## src/rtl/exc_pkg.sv

```systemverilog
// Shared types and encodings for the exception entry sequencer.
// Assumes a status word of at least 8 bits, with mode in [4:0].
package exc_pkg;

    localparam int NREQ  = 7;
    localparam int NBANK = 5;
    localparam int BKW   = 3;

    typedef enum logic [2:0] {
        EX_RST  = 3'd0,
        EX_UND  = 3'd1,
        EX_SWI  = 3'd2,
        EX_PAB  = 3'd3,
        EX_DAB  = 3'd4,
        EX_IRQ  = 3'd5,
        EX_FIQ  = 3'd6,
        EX_NONE = 3'd7
    } exc_kind_e;

    localparam logic [4:0] MODE_FIQ = 5'b10001;
    localparam logic [4:0] MODE_IRQ = 5'b10010;
    localparam logic [4:0] MODE_SVC = 5'b10011;
    localparam logic [4:0] MODE_ABT = 5'b10111;
    localparam logic [4:0] MODE_UND = 5'b11011;

    localparam logic [BKW-1:0] BK_FIQ = 3'd0;
    localparam logic [BKW-1:0] BK_IRQ = 3'd1;
    localparam logic [BKW-1:0] BK_SVC = 3'd2;
    localparam logic [BKW-1:0] BK_ABT = 3'd3;
    localparam logic [BKW-1:0] BK_UND = 3'd4;

    // Mode number entered by each exception kind.
    function automatic logic [4:0] mode_of(exc_kind_e k);
        case (k)
            EX_FIQ:         return MODE_FIQ;
            EX_IRQ:         return MODE_IRQ;
            EX_PAB, EX_DAB: return MODE_ABT;
            EX_UND:         return MODE_UND;
            default:        return MODE_SVC;
        endcase
    endfunction

    // Vector offset of each exception kind (0x14 is never used).
    function automatic logic [7:0] vec_of(exc_kind_e k);
        case (k)
            EX_RST:  return 8'h00;
            EX_UND:  return 8'h04;
            EX_SWI:  return 8'h08;
            EX_PAB:  return 8'h0C;
            EX_DAB:  return 8'h10;
            EX_IRQ:  return 8'h18;
            EX_FIQ:  return 8'h1C;
            default: return 8'h00;
        endcase
    endfunction

    // Bank index that holds link and saved status for the entered mode.
    function automatic logic [BKW-1:0] bank_of(exc_kind_e k);
        case (k)
            EX_FIQ:         return BK_FIQ;
            EX_IRQ:         return BK_IRQ;
            EX_PAB, EX_DAB: return BK_ABT;
            EX_UND:         return BK_UND;
            default:        return BK_SVC;
        endcase
    endfunction

endpackage

```

## src/rtl/exc_prio_arb.sv

```systemverilog
// Masks the interrupt requests with the disable bits of the status word,
// then selects one winner by fixed priority.
// Assumes request bit i encodes exc_kind_e value i.
module exc_prio_arb
    import exc_pkg::*;
(
    input  logic [NREQ-1:0] req,
    input  logic            irq_off,
    input  logic            fiq_off,
    output exc_kind_e       kind,
    output logic            taken
);

    logic [NREQ-1:0] live;

    // Drop the interrupt lines that the status word disables.
    always_comb begin
        live         = req;
        live[EX_IRQ] = req[EX_IRQ] & ~irq_off;
        live[EX_FIQ] = req[EX_FIQ] & ~fiq_off;
    end

    // Fixed priority: reset, dabort, fiq, irq, pabort, undef, swi.
    always_comb begin
        if      (live[EX_RST]) kind = EX_RST;
        else if (live[EX_DAB]) kind = EX_DAB;
        else if (live[EX_FIQ]) kind = EX_FIQ;
        else if (live[EX_IRQ]) kind = EX_IRQ;
        else if (live[EX_PAB]) kind = EX_PAB;
        else if (live[EX_UND]) kind = EX_UND;
        else if (live[EX_SWI]) kind = EX_SWI;
        else                   kind = EX_NONE;
    end

    // Flag an accepted exception.
    always_comb taken = (kind != EX_NONE);

endmodule

```

## src/rtl/exc_state_gen.sv

```systemverilog
// Builds the return link, saved status, handler status and handler address
// for the selected exception kind. When no kind is selected, the current
// program counter and status word pass through unchanged.
// Assumes XLEN >= 8.
module exc_state_gen
    import exc_pkg::*;
#(
    parameter int              XLEN     = 32,
    parameter logic [XLEN-1:0] LINK_OFS = 4,
    parameter logic [XLEN-1:0] VEC_BASE = '0
) (
    input  exc_kind_e       kind,
    input  logic [XLEN-1:0] cur_pc,
    input  logic [XLEN-1:0] cur_psr,
    output logic [XLEN-1:0] link,
    output logic [XLEN-1:0] saved_psr,
    output logic [XLEN-1:0] new_psr,
    output logic [XLEN-1:0] new_pc
);

    localparam int PADW = XLEN - 8;

    // Return link and status copy.
    always_comb begin
        link      = cur_pc + LINK_OFS;
        saved_psr = cur_psr;
    end

    // Handler status word: mode, state bit cleared, interrupt disables.
    always_comb begin
        new_psr = cur_psr;
        if (kind != EX_NONE) begin
            new_psr[4:0] = mode_of(kind);
            new_psr[5]   = 1'b0;
            new_psr[7]   = 1'b1;
            if (kind == EX_RST || kind == EX_FIQ) begin
                new_psr[6] = 1'b1;
            end
        end
    end

    // Handler fetch address.
    always_comb begin
        if (kind != EX_NONE) new_pc = VEC_BASE + {{PADW{1'b0}}, vec_of(kind)};
        else                 new_pc = cur_pc;
    end

endmodule

```

## src/rtl/exc_bank_regs.sv

```systemverilog
// Link and saved-status storage, one pair per privileged mode, with a
// single write port and a combinational read port. Out-of-range indices
// read zero.
// Assumes NBANK fits in the bank index width.
module exc_bank_regs
    import exc_pkg::*;
#(
    parameter int XLEN = 32
) (
    input  logic            clk,
    input  logic            rst_n,
    input  logic            wr_en,
    input  logic [BKW-1:0]  wr_bank,
    input  logic [XLEN-1:0] wr_link,
    input  logic [XLEN-1:0] wr_psr,
    input  logic [BKW-1:0]  rd_bank,
    output logic [XLEN-1:0] rd_link,
    output logic [XLEN-1:0] rd_psr
);

    logic [XLEN-1:0] link_arr [NBANK];
    logic [XLEN-1:0] psr_arr  [NBANK];

    for (genvar b = 0; b < NBANK; b++) begin : g_bank
        logic [XLEN-1:0] lk_q;
        logic [XLEN-1:0] ps_q;

        // Capture link and status when this bank is the target.
        always_ff @(posedge clk) begin
            if (!rst_n) begin
                lk_q <= '0;
                ps_q <= '0;
            end else if (wr_en && wr_bank == BKW'(b)) begin
                lk_q <= wr_link;
                ps_q <= wr_psr;
            end
        end

        assign link_arr[b] = lk_q;
        assign psr_arr[b]  = ps_q;
    end

    // Read mux; indices past the last bank return zero.
    always_comb begin
        rd_link = '0;
        rd_psr  = '0;
        for (int i = 0; i < NBANK; i++) begin
            if (rd_bank == BKW'(i)) begin
                rd_link = link_arr[i];
                rd_psr  = psr_arr[i];
            end
        end
    end

endmodule

```

## src/rtl/exc_entry_seq.sv

```systemverilog
// Top of the exception entry sequencer: arbitration, state generation and
// banked storage. The computed outputs are combinational from the inputs;
// banks update on the clock edge of an accepted exception.
// Assumes a synchronous active-low reset.
module exc_entry_seq
    import exc_pkg::*;
#(
    parameter int              XLEN     = 32,
    parameter logic [XLEN-1:0] LINK_OFS = 4,
    parameter logic [XLEN-1:0] VEC_BASE = '0
) (
    input  logic            clk,
    input  logic            rst_n,
    input  logic [XLEN-1:0] cur_pc,
    input  logic [XLEN-1:0] cur_psr,
    input  logic [NREQ-1:0] req,
    input  logic [BKW-1:0]  rd_bank,
    output logic            exc_taken,
    output logic [XLEN-1:0] exc_link,
    output logic [XLEN-1:0] exc_saved_psr,
    output logic [XLEN-1:0] exc_new_psr,
    output logic [XLEN-1:0] exc_new_pc,
    output logic [XLEN-1:0] rd_link,
    output logic [XLEN-1:0] rd_saved_psr
);

    exc_kind_e      kind;
    logic [BKW-1:0] tgt_bank;

    exc_prio_arb u_arb (
        .req     (req),
        .irq_off (cur_psr[7]),
        .fiq_off (cur_psr[6]),
        .kind    (kind),
        .taken   (exc_taken)
    );

    exc_state_gen #(
        .XLEN     (XLEN),
        .LINK_OFS (LINK_OFS),
        .VEC_BASE (VEC_BASE)
    ) u_gen (
        .kind      (kind),
        .cur_pc    (cur_pc),
        .cur_psr   (cur_psr),
        .link      (exc_link),
        .saved_psr (exc_saved_psr),
        .new_psr   (exc_new_psr),
        .new_pc    (exc_new_pc)
    );

    // Bank written by the entered mode.
    always_comb tgt_bank = bank_of(kind);

    exc_bank_regs #(
        .XLEN (XLEN)
    ) u_banks (
        .clk     (clk),
        .rst_n   (rst_n),
        .wr_en   (exc_taken),
        .wr_bank (tgt_bank),
        .wr_link (exc_link),
        .wr_psr  (exc_saved_psr),
        .rd_bank (rd_bank),
        .rd_link (rd_link),
        .rd_psr  (rd_saved_psr)
    );

endmodule

```

## config.mk

```make
export PLATFORM = sky130hd
export DESIGN_NAME = exc_entry_seq
export DESIGN_NICKNAME = d
export VERILOG_FILES = /design/src/rtl/exc_pkg.sv /design/src/rtl/exc_prio_arb.sv /design/src/rtl/exc_state_gen.sv /design/src/rtl/exc_bank_regs.sv /design/src/rtl/exc_entry_seq.sv
export SDC_FILE = /design/constraint.sdc
export NUM_CORES = 1
export LEC_CHECK = 0
export BUFFER_PORTS_ARGS = -buffer_cell sky130_fd_sc_hd__buf_2
export CAP_MARGIN = 30
export CORE_MARGIN = 8
export CORE_UTILIZATION = 35
export CTS_CLUSTER_DIAMETER = 100
export CTS_CLUSTER_SIZE = 28
export DETAILED_ROUTE_END_ITERATION = 8
export MAX_ROUTING_LAYER = met4
export PLACE_DENSITY_LB_ADDON = 0.12
export SKIP_CTS_REPAIR_TIMING = 1
export SYNTH_ARGS = -nofsm -noshare
export SYNTH_HDL_FRONTEND = slang
export SYNTH_SLANG_ARGS = --single-unit
```

## constraint.sdc

```tcl
create_clock -name clk -period 1.56 [get_ports clk]
set_clock_uncertainty 0.2 [all_clocks]
set_input_delay 0 -clock clk [delete_from_list [all_inputs] [get_ports clk]]
set_output_delay 0 -clock clk [all_outputs]
set_load 0.02 [all_outputs]
```

==> results of run 1 <==
## cells in the final DEF, fill, tap and decap left out, types with 10 or more instances in the layout
cell type	netlist	routed
a211oi_1	30	30
a21oi_1	316	296
a21oi_2	10	30
a22oi_1	45	45
and2_4	0	23
buf_12	0	50
buf_2	38	154
buf_4	64	200
buf_6	1	86
clkbuf_16	0	18
dfxtp_1	320	264
dfxtp_2	0	56
dlygate4sd3_1	0	57
inv_1	52	29
inv_2	1	22
mux2i_1	46	46
mux4_2	19	19
nand2_1	379	374
nand2_2	7	10
nand3_1	19	10
nor2_1	95	88
o21ai_0	134	114
o21ai_2	0	13
o22ai_1	45	27
o22ai_2	0	18
xor2_1	20	16
## routing by layer
metal | share of wire, % | track usage [%] | wire (um)
met5 | 0 | - | 0
met4 | 1.9 | 4.32 | 996
met3 | 3.8 | 1.61 | 2030
met2 | 50 | 35.9 | 26700
met1 | 45 | 26.9 | 24000
## worst register-to-register path, stage by stage (launching register included)
cell and delay [ns]:
dfxtp_1 0.37, nor2_1 0.05, a211oi_1 0.23
## cell usage after synthesis, types with 3 or more instances
cell type | number | area share [%]
a211oi_1 | 30 | 1.5
a21oi_1 | 316 | 11
a21oi_2 | 10 | 0.60
a22oi_1 | 45 | 2.3
and2_1 | 31 | 1.3
and3_1 | 5 | 0.21
buf_1 | 11 | 0.28
buf_2 | 38 | 1.3
buf_4 | 64 | 3.3
clkbuf_1 | 92 | 2.4
dfxtp_1 | 320 | 44
inv_1 | 52 | 1.3
mux2i_1 | 46 | 3.1
mux4_2 | 19 | 2.9
nand2_1 | 379 | 9.7
nand2_2 | 7 | 0.30
nand2b_1 | 5 | 0.21
nand3_1 | 19 | 0.65
nand4_1 | 7 | 0.30
nor2_1 | 95 | 2.4
nor2b_1 | 3 | 0.13
nor3_1 | 6 | 0.21
nor4_1 | 4 | 0.17
o21ai_0 | 134 | 4.6
o22ai_1 | 45 | 1.9
or3_1 | 4 | 0.17
xnor2_1 | 8 | 0.48
xor2_1 | 20 | 1.2
## logic make-up (layout without fill, tap and decap cells)
kind of cell,count (synthesis),after routing,share of synthesized area [%]
fa+ha+maj,1,1,0.0856
compound gates,590,590,22.4
simple gates,581,581,17.1
mux,65,65,6.08
xor+xnor,28,28,1.68
buf+inv,261,623,8.87
flops,320,320,43.8
## power by group
part | leakage (nW) | internal [mW] | switching [mW]
logic | 5.19 | 1.34 | 1.84
clock network | 0.197 | 1.78 | 2.66
registers | 2.64 | 8.51 | 0.159
total | 8.02 | 11.6 | 4.66
## flip-flops by register name, summed over array words and instances, names as in the netlist
name,flops
u_banks.g_bank.ps_q,160
u_banks.g_bank.lk_q,160
## per-stage QoR
stage	cell area [um2]	hold WS, ns	setup TNS, ns
after floorplan	14600	-0.0874	0
after global placement	17700	0.0981	-32.83
after detailed placement	17700	0.105	-36.67
after CTS	18100	-0.447	-15.40
after global routing	20300	-0.196	-13.02
final	20300	-0.204	-7.30
## final cells by class
cell class                 count  area (um2)  area share, %
clock buffer                  15         375           1.85
clock inverter                 3        22.5          0.111
inverter                      53         206           1.02
multi-input combinational   1265        7610           37.5
sequential                   320        6480           31.9
tap                          539         674           3.33
timing repair buffer         552        4910           24.2
## final timing paths
path | start | to | slack [ns]
worst min register to register | u_banks.g_bank[2].ps_q[2]$_SDFFE_PN0P_ | u_banks.g_bank[2].ps_q[2]$_SDFFE_PN0P_ | 0.25
worst max-delay path | u_banks.g_bank[3].lk_q[26]$_SDFFE_PN0P_ | rd_link[26] | -0.27
worst max register to register | u_banks.g_bank[4].lk_q[4]$_SDFFE_PN0P_ | u_banks.g_bank[4].lk_q[4]$_SDFFE_PN0P_ | 0.62
worst min-delay path | cur_pc[12] | u_banks.g_bank[1].lk_q[12]$_SDFFE_PN0P_ | -0.20
==> summary.md, run 1 <==
| Metric | Value |
|---|---|
| # setup viols final | `69` |
| Final Non-Filler Cells | `2747` |
| Routability Congestion | `0.803` |
| Main synth FF type | `dfxtp_1` |
| Final worst slack | `-0.265 ns` |
| Rel. slew slack | `67.9%` |
| Crit-path cells | `mux4_2, inv_1, o21ai_1, buf_2` |
| Detail Route Antenna Nets | `0` |
| Sequential element share of the synthesized area | `43.8%` |
| Core Util, Final | `around half` |
| Peak VDD IR | `0.562 mV` |
| Post-layout power | `16.3 mW` |
| CP Depth | `4` |
| Crit path max fanout | `2` |
| CTS H-tree depth | `1` |
| Layout Nets | `~2300` |
| Critical path buffers and inverters | `2` |
| Hold_ws | `-0.204 ns` |
| Critical path arrival | `~1.6 ns` |
| Placed insts | `2638` |
| GRT Total Usage | `between 20% and 30%` |
| Worst R2R Path Depth | `2` |
| Syn. warnings | `0` |
| Failing checks | `negative hold slack, negative setup slack` |
| Chip height | `220 um` |
| Core ar. | `41600 um2` |
| Vias post-DR | `14200` |
| 1st-pass router iterations | `5` |
| Final hold violation count | `29` |
| Critical path class | `flop to output port` |
| Initial core utilization | `35.2%` |
| Clock sinks | `320` |
| Largest net degree at the start of global routing | `65` |
| Maxcap violations | `0` |
| Vias in the first global route | `13500` |
| Min Tclk post-route | `1.83 ns` |
| Avg Vias per Cell | `5.18` |
| Input/output buffers | `268` |
| Crit-path slowest cell | `mux4_2` |
| Worst hold path class | `primary input to flop` |
| # DRC | `0` |
| Insertion delay to the later sink of the worst-skew pair | `0.50 ns` |
| Fraction of final layout cells sized beyond drive strength 1 | `roughly a third` |
| Syn Nets | `1923` |
| Clock Path Buffers | `3` |
| CP Capture Type | `output port` |
| Fin crit share | `117%` |
| Die area | `48600 um2` |
| Max incr delay on CP | `0.45 ns` |
| Initial DRC count | `990` |
| CP top delay family | `multiplexers` |
| Pleak | `8.02 nW` |
| Clock slew at reported path FFs | `0.11 ns` |
| Status | `finished, violations left` |
| Antenna violations before repair | `0` |
| EDFF count, synth | `0` |
| Max Clock Freq | `548 MHz` |
| WL final | `53700 um` |
| CP startpoint kind | `flop` |
| Num ports | `~270` |
| Die X | `approximately 220 um` |
| Inserted Clock Buffers | `15` |
| Overflow after GRT | `0` |
| Row count | `75` |
| WL/cell | `19.5 um` |
| Post-synthesis average cell area | `about 8 um2` |
| Root buffer selected by CTS | `clkbuf_16` |
| Worst slew pin tran | `0.478 ns` |
| Pwr/cell area | `803 nW/um2` |
| Unique cell type count in the Yosys netlist | `between 50 and 60` |
| Antenna diodes | `0` |
| Pre-CTS WS | `-0.326 ns` |
| Synth-to-Final Area Change | `38.7%` |
| Post-detail-place hpwl | `approximately 35000 um` |
| Fill cells | `4001` |
| Required @ worst endpoint | `1.36 ns` |
| First-pass GRT wire length | `a little under 80000 um` |
| RSZ-0062 raised after global routing | `yes` |
| Final Slew Violations | `0` |
| CTS tree | `yes` |
| #FFs+latches synth | `320` |
| Post-Syn Area | `14600 um2` |
| Ys async rst share | `0%` |
| Synth Instances | `1846` |
| Hold path depth | `4` |
Note: power is estimated with default switching activity, not from simulation.
==> run 2, diff against run 1 <==
SYNTH_HIERARCHICAL = 1   (was not set)
==> run 2 against run 1 <==
Sequential share of layout area shrank 2.4 points. Global-route usage is 0.26 points higher. Utilization increased by 0.48 points. The run still ends with negative hold slack, negative setup slack left. Routed wire length is 14% higher. Clock power up 2%. Highest routed layer unchanged. First-iteration DRC count grew 23%. Largest cell class unchanged. Maximum frequency increased by 0.94%. Combinational power grew 34%.
==> summary.md, run 2 <==
| Metric | Value |
|---|---|
| Post-Syn Area | `15600 um2` |
| Final hold violation count | `81` |
| Core Util, Final | `49.3%` |
| Status | `finished, violations left` |
| Fraction of final layout cells sized beyond drive strength 1 | `33.0%` |
| CTS H-tree depth | `1` |
| Placed instance area | `between 15000 and 20000 um2` |
| Max incr delay on CP | `0.32 ns` |
| Vias in the first global route | `roughly 14000` |
| Layout Nets | `between 2000 and 2500` |
| Row count | `77` |
| WL final | `61400 um` |
| Most numerous cell in the Yosys netlist | `nand2_1` |
| Fin crit share | `116%` |
| Peak VDD IR | `between 0.5 and 0.6 mV` |
| Synth area leaders | `dfxtp_1 41%, nand2_1 17%, a21boi_0 13%` |
| Initial DRC count | `~1200` |
| Routability Congestion | `0.808` |
| Clock slew at reported path FFs | `0.10 ns` |
| First-pass GRT wire length | `84100 um` |
| Unique cell type count in the Yosys netlist | `46` |
| Clock sinks | `320` |
| Crit-path slowest cell | `clkbuf_16` |
| Area of the multi-input gates | `9070 um2` |
| Most frequent cells in the layout | `661 x nand2_1, 303 x dfxtp_1, 225 x a21boi_1, 201 x buf_2, 140 x buf_4` |
| Failing checks | `negative hold slack, negative setup slack` |
| RSZ-0062 raised after global routing | `yes` |
| Insertion delay to the later sink of the worst-skew pair | `about 0.51 ns` |
| Pre-CTS WS | `-0.780 ns` |
| Hold_ws | `-0.136 ns` |
| CP Capture Type | `flop` |
| Syn. warnings | `6` |
| Antenna diodes | `0` |
| Critical path arrival | `2.01 ns` |
| Maxcap violations | `0` |
| Final worst slack | `-0.248 ns` |
| FF+latch area | `6430 um2` |
| Die X | `approximately 230 um` |
| Required @ worst endpoint | `1.76 ns` |
| Fill cells | `roughly 4300` |
| Max Clock Freq | `553 MHz` |
| Num ports | `269` |
| Post-synthesis average cell area | `between 7 and 8 um2` |
| Rel. slew slack | `about two thirds` |
| Clock Path Buffers | `3` |
| Die area | `51700 um2` |
| Ys async rst share | `0%` |
| Avg Vias per Cell | `5.20` |
| Post-layout power | `around 18 mW` |
| Inserted Clock Buffers | `15` |
| Worst hold path class | `primary input to flop` |
| GRT Total Usage | `21.2%` |
| CTS tree | `yes` |
| Worst slew pin tran | `0.515 ns` |
| Initial core utilization | `35.4%` |
| Root buffer selected by CTS | `clkbuf_16` |
| #FFs+latches synth | `320` |
| Chip height | `between 200 and 250 um` |
| EDFF count, synth | `0` |
| Crit-path cells | `buf_8, nor2b_4, a21oi_2, o21a_2, buf_6, nor3b_2, buf_4, buf_6, nand4bb_4, clkbuf_16, nand2_1, a21boi_0` |
| Detail Route Antenna Nets | `0` |
| Post-route design area | `21700 um2` |
| Vias post-DR | `~15000` |
| # DRC | `0` |
| Input/output buffers | `268` |
| Synth Instances | `1985` |
| Most frequent CP cell | `buf_6` |
| CP startpoint kind | `primary input` |
| WL/cell | `21.0 um` |
| Commonest cells post-synth | `718 x nand2_1, 320 x dfxtp_1, 274 x a21boi_0` |
| Overflow after GRT | `0` |
| Pwr/cell area | `roughly 810 nW/um2` |
| Core ar. | `44100 um2` |
| Synth top area share | `41.0%` |
| Sequential element share of the synthesized area | `41.0%` |
| 1st-pass router iterations | `5` |
| Syn Nets | `2062` |
| Most common cell after layout, fill and taps aside | `nand2_1` |
| Synth-to-Final Area Change | `39.1%` |
| Critical path class | `primary input to flop` |
| Biggest regs | `u_banks/g_bank.lk_q: 160 flops, u_banks/g_bank.ps_q: 160 flops` |
| Largest net degree at the start of global routing | `95` |
| Post-detail-place hpwl | `36800 um` |
| Pleak | `8.69 nW` |
| Crit path max fanout | `19` |
| # setup viols final | `436` |
| Min Tclk post-route | `1.81 ns` |
| Antenna violations before repair | `0` |
| Final Slew Violations | `0` |
| Main synth FF type | `dfxtp_1` |
| Area leader, netlist | `dfxtp_1` |
[run 2: cell types whose count changed after synthesis, moves of 46 or more]
cell | before | now
nand2_1 | 379 | 718
a21oi_1 | 316 | 4
a21boi_0 | 0 | 274
o21ai_0 | 134 | 2
a31oi_1 | 1 | 65
a32oi_1 | 0 | 64
mux2_2 | 0 | 64
inv_1 | 52 | 5
a21boi_1 | 0 | 46
[run 2: final timing paths]
path                                           startpoint                                 endpoint  slack [ns]  cells past startpoint
setup / recovery                               cur_psr[7]  u_banks/g_bank[4].lk_q[10]$_SDFFE_PN0P_       -0.25                     12
hold / removal                                 cur_pc[22]  u_banks/g_bank[0].lk_q[22]$_SDFFE_PN0P_       -0.14                      6
setup reg to reg  u_banks/g_bank[0].ps_q[14]$_SDFFE_PN0P_  u_banks/g_bank[0].ps_q[14]$_SDFFE_PN0P_        0.70                      3
hold reg to reg   u_banks/g_bank[1].ps_q[25]$_SDFFE_PN0P_  u_banks/g_bank[1].ps_q[25]$_SDFFE_PN0P_        0.25                      2
[run 2: cells by family (layout without fill, tap and decap cells)]
group | count (synthesis) | after routing | synth area share (%)
AO/OA/AOI/OAI | 460 | 460 | 22.0
XOR/XNOR | 28 | 28 | 1.57
adder cells (fa/ha/maj) | 1 | 1 | 0.0801
buffers and inverters | 220 | 566 | 7.29
flip-flops | 320 | 320 | 41.0
multiplexers | 66 | 66 | 4.74
AND/OR/NAND/NOR | 890 | 890 | 23.3
[run 2: layout make-up]
cell class | instances | share of cell area (%)
clock buffer | 16 | 1.74
clock inverter | 4 | 0.109
inverter | 5 | 0.0978
multi-input combinational | 1445 | 41.7
sequential | 320 | 29.6
tap | 592 | 3.41
timing repair buffer | 541 | 23.3
[run 2: metrics by stage]
step | setup TNS [ns] | std cells
floorplan | -121.21 | 1985
global placement | -223.83 | 2804
detailed placement | -227.95 | 2804
CTS | -66.00 | 2824
global route | -91.72 | 2923
finish | -63.53 | 2923
[run 2: per-layer routing]
| metal | vias up | share of wire [%] | routed length (um) | GRT usage [%] |
|---|---|---|---|---|
| met5 | - | 0 | 0 | - |
| met4 | 0 | 1.4 | 838 | 3.02 |
| met3 | 56 | 6.1 | 3740 | 2.50 |
| met2 | 462 | 46 | 28400 | 33.8 |
| met1 | 7377 | 46 | 28500 | 29.2 |
| li1 | 7297 | - | - | - |
[run 2: power breakdown]
part | switching, mW | internal (mW)
registers | 0.198 | 8.57
clock network | 2.76 | 1.79
logic | 2.43 | 1.84
total | 5.39 | 12.2
[run 2: worst max-delay path: cells and delay by family]
family / cells / cell delay [ns]
AOI/OAI and AO/OA: 3 / 0.39
buffers and inverters: 5 / 0.87
and+or+nand+nor: 4 / 0.74
==> run 3, diff against run 2 <==
RECOVER_POWER = 100   (was not set)
==> run 3 against run 2 <==
The flow still finishes with violations (negative hold slack, negative setup slack). Power about the same. Maximum frequency is 0.77% lower. Worst hold slack lost 0.0012 ns. Flip-flop and latch count stayed put. Combinational power barely moved. Non-clock buffer count did not move. Cell count is the same. Setup slack got worse by 0.014 ns. Count of clock-buffer cells in the layout unchanged. Die area stayed put. Sequential share of layout area increased by 0.097 points. Critical path type unchanged.
==> summary.md, run 3 (synthesis gave the netlist of run 2 again) <==
| Metric | Value |
|---|---|
| Status | `finished, violations left` |
| Failing checks | `negative hold slack, negative setup slack` |
| Chip height | `227 um` |
| Critical path class | `primary input to flop` |
| Min Tclk post-route | `approximately 1.8 ns` |
| # DRC | `0` |
| Antenna violations before repair | `0` |
| First-pass GRT wire length | `between 80000 and 90000 um` |
| Num ports | `269` |
| Met3 WL | `3590 um` |
| Hold_ws | `-0.138 ns` |
| Inserted Clock Buffers | `15` |
| WL final | `61400 um` |
| Detail Route Antenna Nets | `0` |
| Pleak | `8.53 nW` |
| WL met1 | `28600 um` |
| WL/cell | `approximately 21 um` |
| Insertion delay to the later sink of the worst-skew pair | `0.50 ns` |
| Clock sinks | `320` |
| # setup viols final | `around 440` |
| Avg Vias per Cell | `5.19` |
| Largest net degree at the start of global routing | `95` |
| Synth-to-Final Area Change | `38.7%` |
| CTS tree | `yes` |
| Routability Congestion | `0.808` |
| RSZ-0062 raised after global routing | `yes` |
| Critical path buffers and inverters | `5` |
| CTS H-tree depth | `1` |
| CP startpoint kind | `primary input` |
| Most common cell after layout, fill and taps aside | `nand2_1` |
| Peak VDD IR | `0.541 mV` |
| Fraction of final layout cells sized beyond drive strength 1 | `between 30 and 40%` |
| Layout Nets | `2405` |
| Required @ worst endpoint | `1.76 ns` |
| Clock Path Buffers | `3` |
| Max incr delay on CP | `roughly 0.33 ns` |
| 1st-pass router iterations | `5` |
| Max Clock Freq | `549 MHz` |
| FF+latch area | `6430 um2` |
| Crit path max fanout | `19` |
| Fill cells | `around 4300` |
| Biggest regs | `u_banks/g_bank.lk_q: 160 flops, u_banks/g_bank.ps_q: 160 flops` |
| Initial DRC count | `approximately 1100` |
| Vias post-DR | `15200` |
| Clock slew at reported path FFs | `0.11 ns` |
| Overflow after GRT | `0` |
| Final Slew Violations | `0` |
| Die area | `51700 um2` |
| CP Depth | `12` |
| Area of the multi-input gates | `9070 um2` |
| Post-layout power | `~18 mW` |
| Pwr/cell area | `812 nW/um2` |
| Antenna diodes | `0` |
| Worst slew pin tran | `0.595 ns` |
| Maxcap violations | `0` |
| Post-detail-place hpwl | `roughly 37000 um` |
| Initial core utilization | `35.4%` |
| Core ar. | `roughly 44000 um2` |
| Die X | `227 um` |
| Hold path depth | `6` |
| CP Capture Type | `flop` |
| Top Layer Used | `met4` |
| Input/output buffers | `268` |
| Final hold violation count | `between 80 and 90` |
| CP top delay family | `buffers and inverters` |
| Most frequent CP cell | `buf_6` |
| Root buffer selected by CTS | `clkbuf_16` |
| GRT Total Usage | `between 20% and 30%` |
| Fin crit share | `117%` |
| Crit-path slowest cell | `clkbuf_16` |
| Crit-path cells | `buf_8, nor2b_4, nor3_4, a21oi_4, buf_6, nor3b_2, buf_4, buf_6, nand4bb_4, clkbuf_16, nand2_1, a21boi_0` |
| Vias in the first global route | `14100` |
| Met2 WL | `28500 um` |
| Final worst slack | `-0.262 ns` |
| Row count | `77` |
| Critical path arrival | `2.02 ns` |
| Worst R2R Path Depth | `3` |
| Pre-CTS WS | `-0.780 ns` |
| Rel. slew slack | `60.3%` |
| Worst hold path class | `primary input to flop` |
| Most frequent cells in the layout | `661 x nand2_1, 303 x dfxtp_1, 225 x a21boi_1, 140 x buf_2, 139 x buf_4` |
==> run 3: path summary, 6_finish.rpt <==
check             slack [ns]                               startpoint                                 endpoint
setup / recovery       -0.26                               cur_psr[7]  u_banks/g_bank[4].lk_q[10]$_SDFFE_PN0P_
hold / removal         -0.14                               cur_pc[11]  u_banks/g_bank[1].lk_q[11]$_SDFFE_PN0P_
setup reg to reg        0.69  u_banks/g_bank[0].ps_q[14]$_SDFFE_PN0P_  u_banks/g_bank[0].ps_q[14]$_SDFFE_PN0P_
hold reg to reg         0.25  u_banks/g_bank[1].ps_q[25]$_SDFFE_PN0P_  u_banks/g_bank[1].ps_q[25]$_SDFFE_PN0P_
==> run 3: worst register-to-register path: stages, from the launching register on <==
cell and delay, ns:
dfxtp_2 0.35, buf_4 0.10, nand2_2 0.04, a21boi_1 0.12
==> run 3: layout make-up <==
cell class	instances	share of cell area [%]
clock buffer	16	1.75
clock inverter	4	0.110
inverter	5	0.0982
multi-input combinational	1445	41.9
sequential	320	29.7
tap	592	3.42
timing repair buffer	541	23.1
==> run 3: routing by layer <==
| metal | GRT usage [%] | vias to the layer above |
|---|---|---|
| li1 | - | 7299 |
| met1 | 29.2 | 7376 |
| met2 | 33.8 | 444 |
| met3 | 2.50 | 49 |
| met4 | 3.02 | 0 |
| met5 | - | - |
==> run 3: where the power goes <==
| group | internal, mW | total (mW) | switching (mW) |
|---|---|---|---|
| clock | 1.79 | 4.56 | 2.77 |
| sequential | 8.57 | 8.77 | 0.197 |
| combinational | 1.82 | 4.25 | 2.43 |
==> run 3: through the flow <==
stage          util (%)  cell area [um2]  TNS, ns  hold slack [ns]  instances
2_1_floorplan         -            15900  -121.21          -0.0874       1985
3_3_place_gp       42.3            18700  -223.83           0.0968       2804
3_5_place_dp       42.3            18700  -227.95            0.103       2804
4_1_cts            43.2            19100   -66.00           -0.453       2824
5_1_grt            49.1            21700   -92.47           -0.130       2923
6_report           49.1            21700   -68.19           -0.138       2923
